### src/rtl/ptx_pkg.sv
package ptx_pkg;

    typedef enum logic [2:0] {
        ST_IDLE       = 3'd0,
        ST_STR_LOAD   = 3'd1,
        ST_HEX_LOAD   = 3'd2,
        ST_WAIT_EMPTY = 3'd3,
        ST_GAP        = 3'd4,
        ST_DONE       = 3'd5
    } ptx_state_t;

    typedef enum logic {
        MODE_TEXT = 1'b0,
        MODE_HEX  = 1'b1
    } ptx_mode_t;

    localparam logic [7:0] CHAR_NUL = 8'h00;
    localparam logic [7:0] CHAR_LF  = 8'h0A;
    localparam logic [7:0] CHAR_CR  = 8'h0D;

endpackage

### src/rtl/ptx_nibble_ascii.sv
module ptx_nibble_ascii (
    input  logic [3:0] nib,
    output logic [7:0] ascii
);
    localparam logic [7:0] DIGIT_BASE  = 8'h30;
    localparam logic [7:0] LETTER_BASE = 8'h41 - 8'd10;

    always_comb begin
        if (nib < 4'd10) begin
            ascii = DIGIT_BASE + {4'h0, nib};
        end else begin
            ascii = LETTER_BASE + {4'h0, nib};
        end
    end
endmodule

### src/rtl/ptx_word_shifter.sv
module ptx_word_shifter #(
    parameter int WORD_W = 32,
    parameter int NIB_W  = 4
) (
    input  logic              clk,
    input  logic              rst_n,
    input  logic              load,
    input  logic [WORD_W-1:0] value,
    input  logic              shift,
    output logic [NIB_W-1:0]  top_nib,
    output logic              drained
);
    localparam int DIGITS = WORD_W / NIB_W;
    localparam int CW     = $clog2(DIGITS + 1);

    logic [WORD_W-1:0] word_q;
    logic [CW-1:0]     left_q;

    always_ff @(posedge clk) begin
        if (!rst_n) begin
            word_q <= '0;
            left_q <= '0;
        end else if (load) begin
            word_q <= value;
            left_q <= CW'(DIGITS);
        end else if (shift && left_q != '0) begin
            word_q <= word_q << NIB_W;
            left_q <= left_q - 1'b1;
        end
    end

    assign top_nib = word_q[WORD_W-1 -: NIB_W];
    assign drained = (left_q == '0);
endmodule

### src/rtl/ptx_str_ptr.sv
module ptx_str_ptr #(
    parameter int ADDR_W = 8
) (
    input  logic              clk,
    input  logic              rst_n,
    input  logic              load,
    input  logic [ADDR_W-1:0] base,
    input  logic              incr,
    output logic [ADDR_W-1:0] addr
);
    always_ff @(posedge clk) begin
        if (!rst_n) begin
            addr <= '0;
        end else if (load) begin
            addr <= base;
        end else if (incr) begin
            addr <= addr + 1'b1;
        end
    end
endmodule

### src/rtl/tx_text_printer.sv
module tx_text_printer #(
    parameter int ADDR_W = 8,
    parameter int WORD_W = 32
) (
    input  logic              clk,
    input  logic              rst_n,
    input  logic              start,
    input  logic              cmd_hex,
    input  logic [ADDR_W-1:0] base_addr,
    input  logic [WORD_W-1:0] hex_word,
    output logic              busy,
    output logic              done,
    output logic              mem_rd,
    output logic [ADDR_W-1:0] mem_addr,
    input  logic [7:0]        mem_data,
    input  logic              thr_empty,
    output logic              tx_wr,
    output logic [7:0]        tx_data
);
    import ptx_pkg::*;

    localparam int NIB_W = 4;

    ptx_state_t state_q, state_d;
    ptx_mode_t  mode_q, mode_d;
    logic [7:0] cur_q, cur_d;
    logic       pend_lf_q, pend_lf_d;

    logic             ptr_load, ptr_incr;
    logic             sh_load, sh_shift;
    logic [NIB_W-1:0] top_nib;
    logic             sh_drained;
    logic [7:0]       nib_char;

    ptx_str_ptr #(.ADDR_W(ADDR_W)) u_ptr (
        .clk   (clk),
        .rst_n (rst_n),
        .load  (ptr_load),
        .base  (base_addr),
        .incr  (ptr_incr),
        .addr  (mem_addr)
    );

    ptx_word_shifter #(.WORD_W(WORD_W), .NIB_W(NIB_W)) u_shift (
        .clk     (clk),
        .rst_n   (rst_n),
        .load    (sh_load),
        .value   (hex_word),
        .shift   (sh_shift),
        .top_nib (top_nib),
        .drained (sh_drained)
    );

    ptx_nibble_ascii u_nib (
        .nib   (top_nib),
        .ascii (nib_char)
    );

    // State register and datapath registers
    always_ff @(posedge clk) begin
        if (!rst_n) begin
            state_q   <= ST_IDLE;
            mode_q    <= MODE_TEXT;
            cur_q     <= CHAR_NUL;
            pend_lf_q <= 1'b0;
        end else begin
            state_q   <= state_d;
            mode_q    <= mode_d;
            cur_q     <= cur_d;
            pend_lf_q <= pend_lf_d;
        end
    end

    // Next state and control
    always_comb begin
        state_d   = state_q;
        mode_d    = mode_q;
        cur_d     = cur_q;
        pend_lf_d = pend_lf_q;
        ptr_load  = 1'b0;
        ptr_incr  = 1'b0;
        sh_load   = 1'b0;
        sh_shift  = 1'b0;
        unique case (state_q)
            ST_IDLE: begin
                if (start) begin
                    pend_lf_d = 1'b0;
                    if (cmd_hex) begin
                        mode_d  = MODE_HEX;
                        sh_load = 1'b1;
                        state_d = ST_HEX_LOAD;
                    end else begin
                        mode_d   = MODE_TEXT;
                        ptr_load = 1'b1;
                        state_d  = ST_STR_LOAD;
                    end
                end
            end
            ST_STR_LOAD: begin
                ptr_incr = 1'b1;
                if (mem_data == CHAR_NUL) begin
                    state_d = ST_DONE;
                end else if (mem_data == CHAR_LF) begin
                    cur_d     = CHAR_CR;
                    pend_lf_d = 1'b1;
                    state_d   = ST_WAIT_EMPTY;
                end else begin
                    cur_d     = mem_data;
                    pend_lf_d = 1'b0;
                    state_d   = ST_WAIT_EMPTY;
                end
            end
            ST_HEX_LOAD: begin
                cur_d     = nib_char;
                pend_lf_d = 1'b0;
                sh_shift  = 1'b1;
                state_d   = ST_WAIT_EMPTY;
            end
            ST_WAIT_EMPTY: begin
                if (thr_empty) begin
                    state_d = ST_GAP;
                end
            end
            ST_GAP: begin
                if (pend_lf_q) begin
                    cur_d     = CHAR_LF;
                    pend_lf_d = 1'b0;
                    state_d   = ST_WAIT_EMPTY;
                end else if (mode_q == MODE_TEXT) begin
                    state_d = ST_STR_LOAD;
                end else if (sh_drained) begin
                    state_d = ST_DONE;
                end else begin
                    state_d = ST_HEX_LOAD;
                end
            end
            ST_DONE: begin
                state_d = ST_IDLE;
            end
            default: begin
                state_d = ST_IDLE;
            end
        endcase
    end

    // Outputs
    always_comb begin
        busy    = (state_q != ST_IDLE);
        done    = (state_q == ST_DONE);
        mem_rd  = (state_q == ST_STR_LOAD);
        tx_wr   = (state_q == ST_WAIT_EMPTY) && thr_empty;
        tx_data = cur_q;
    end

endmodule

### config.mk
export PLATFORM = sky130hd
export DESIGN_NAME = tx_text_printer
export DESIGN_NICKNAME = d
export VERILOG_FILES = /design/src/rtl/ptx_pkg.sv /design/src/rtl/ptx_nibble_ascii.sv /design/src/rtl/ptx_word_shifter.sv /design/src/rtl/ptx_str_ptr.sv /design/src/rtl/tx_text_printer.sv
export SDC_FILE = /design/constraint.sdc
export NUM_CORES = 1
export LEC_CHECK = 0
export BUFFER_PORTS_ARGS = -buffer_cell sky130_fd_sc_hd__clkbuf_2
export CORE_MARGIN = 2
export CORE_UTILIZATION = 29
export CTS_CLUSTER_SIZE = 16
export DETAILED_ROUTE_END_ITERATION = 12
export SLEW_MARGIN = 10
export SYNTH_ARGS = -nofsm -noshare
export SYNTH_HDL_FRONTEND = slang
export SYNTH_SLANG_ARGS = --single-unit
### constraint.sdc
create_clock -name clk -period 4 [get_ports clk]
set_clock_uncertainty 0.2 [all_clocks]
set_input_delay 0.8 -clock clk [delete_from_list [all_inputs] [get_ports clk]]
set_output_delay 0.8 -clock clk [all_outputs]
set_load 0.01 [all_outputs]
==> metrics.txt <==
Slew @ Worst Pin=a little under 0.7 ns; DR vias=2851; fill count=around 1100; ys flop type=dfxtp_1; antenna-violating nets left=0; Max FO, Critical Path=17; number of global-route vias before repair=approximately 2800; IO Pins=73; Area contributors post-synth=dfxtp_1 40%, nand2_1 8.6%, a311oi_1 7.6%, nor2_1 4.9%, a21oi_1 4.0%; syn_area_per_cell=approximately 8.0 sq um; Synth Cell Area=about 2900 sq um; number of max-cap violations=0; Hold-fix buffers, CTS=0; worst skew pair latency=0.33 ns; drt drc=0; RSZ-0062 raised after global routing=false; CP endpoint=mem_rd; Overall Global Routing Usage=0.143; Worst setup EP type=primary output; Final Slew Violations=0; chip width=104 microns; Slew headroom=0.540; HP Class=flop to flop; critical path arrival=between 1.5 and 2 ns; leakage=around 0.0014 uW; synthesized flop and latch total=57; CTS Sinks=57; TritonRoute pass-1 iters=5; sequential-to-total area share from yosys stat=0.395; TritonCTS clock tree=yes; commonest non-fill, non-tap cell in the layout=clkbuf_2; clk buf depth=2; Crit path required time=around 3.0 ns; area occupied by multi-input gates=1580 sq um; number of CTS-inserted buffers=9; reg-to-reg startpoint=state_q[1]; Rows=36; Synth-to-Final Area Change=22.2%; Detailed Route Iter0 Violations=~110; Initial Util=0.297; worst setup path startpoint=state_q[0]; grt total ovfl=0; Max Freq=between 0.3 and 0.4 GHz; CTS Root Cell=clkbuf_8; Yosys Warn Count=0; final setup vio count=0; Yosys top cell area share=0.395; Reg clk slew, reported paths=0.08 ns; Critical Path Start Type=flop; power density cells=490 nW/um^2; Final #Nets=475; pin count of the biggest net entering global routing=60; Worst R2R End=u_shift.word_q[10]; final worst-path cycle share=0.653; post-synth cell types=50; min cycle time layout=2.61 ns; die height=between 100 and 150 microns; Placer Congestion=roughly 0.86; number of synthesized flops with an enable pin=0; antenna violations before repair=0; R2R cell count=6; maximum level of the CTS H-tree=3; total inserted antenna cells=0; setup bufs post-CTS=0; total chip power=between 1500 and 2000 uW; VDD IR-drop max=roughly 0.00022 V; Syn Nets=417; Cells after Synth=361; WL final=7580 microns; first-pass GRT wire length=roughly 13000 microns; setup_tns=0 ns; Reg area=1140 sq um; cts repair resizes=0; Util after Layout=0.363; R2R setup slack=1.77 ns; Die ar.=10800 sq um; layout cells sized above 1=0.250; wire per inst=between 10 and 15 microns; Crit Path Category=flop to primary output; Synth area leader=dfxtp_1; status=finished, final reports clean; Final Hold Viols=0; async set-reset flop share out of synthesis=0; area of the core=9730 sq um; port buffer count=72; Avg Vias per Cell=between 5 and 6; most frequent cells in the layout=72 x clkbuf_2, 66 x nand2_1, 57 x dfxtp_1; DPL Wire Length=roughly 5200 microns
==> worst min-delay path by stage <==
stage,from,endpoint,slack (ns),cells after the start
after detailed placement,u_shift.word_q[23],u_shift.word_q[23],0.26,2
after global placement,tx_data[7],tx_data[7],0.26,2
after global routing,u_shift.word_q[22],u_shift.word_q[22],0.29,2
final,u_shift.word_q[23],u_shift.word_q[23],0.27,2
after floorplan,mode_q,mode_q,0.25,2
after CTS,u_shift.word_q[23],u_shift.word_q[23],0.27,2
==> flip-flops by register name, summed over array words and instances (netlist names) <==
| register | cells |
|---|---|
| u_shift.word_q | 32 |
| u_shift.left_q | 4 |
| pend_lf_q | 1 |
| u_ptr.addr | 8 |
| tx_data | 8 |
| state_q | 3 |
| mode_q | 1 |
==> metal layers <==
metal  global-route usage  part of all wire  routed length [microns]  vias to the layer above
met1                0.187              0.48                     3620                     1332
met4               0.0473             0.012                       92                        0
met3               0.0409             0.066                      497                        9
met2                0.226              0.44                     3370                       89
met5                    0                 0                        0                        -
li1                     -                 -                        -                     1421
==> metrics by stage <==
stage	instance area [sq um]	std cells	setup slack (ns)	hold WS [ns]
detailed placement	3310	541	1.59	0.261
global placement	3310	541	1.59	0.258
finish	3530	557	1.39	0.269
CTS	3530	557	1.38	0.271
floorplan	2890	361	1.80	0.245
global route	3530	557	1.26	0.294
==> cells in the mapped netlist, drive strengths merged (2+ instances only) <==
cell type / instances
dfxtp: 57
or4: 2
o211ai: 2
nand3: 14
a222oi: 3
or3b: 3
a211oi: 7
buf: 15
a22oi: 4
nand2: 68
a41o: 4
a21oi: 23
and3: 4
nand3b: 2
ha: 3
nor4: 2
nand4: 5
o21ai: 11
nor2b: 4
nor3b: 3
o221ai: 2
a311oi: 25
clkbuf: 15
and2: 3
xnor2: 3
o211a: 2
nor2: 38
nor3: 12
inv: 7
xor2: 7
==> where the power goes <==
part | total [uW] | internal, uW | leakage (uW) | switching [uW]
clock network | 601 | 350 | 0.000106 | 251
logic | 412 | 177 | 0.000819 | 235
registers | 717 | 646 | 0.000467 | 71.4
total | 1730 | 1170 | 0.00139 | 557
==> worst max-delay path: stages, from the launching register on <==
cell      delay, ns
dfxtp_1        0.65
nor3b_1        0.24
buf_4          0.23
clkbuf_2       0.15
==> cell type report <==
type,count,share of cell area
Multi-Input combinational cell,267,0.447
Tap cell,133,0.0472
Timing Repair Buffer,77,0.113
Clock inverter,7,0.0266
Sequential cell,57,0.324
Inverter,7,0.00745
Clock buffer,9,0.0351
==> kinds of logic (layout without fill, tap and decap cells) <==
logic type	count (synthesis)	after routing	share of synthesized area
DFF	57	57	0.395
and+or+nand+nor	165	165	0.270
buffers and inverters	37	100	0.0594
adders and majority gates	3	3	0.0130
xor gates and xnor gates	10	10	0.0304
muxes	1	1	0.00347
AOI/OAI and AO/OA	88	88	0.229
Power figures use the tool's default switching activity.
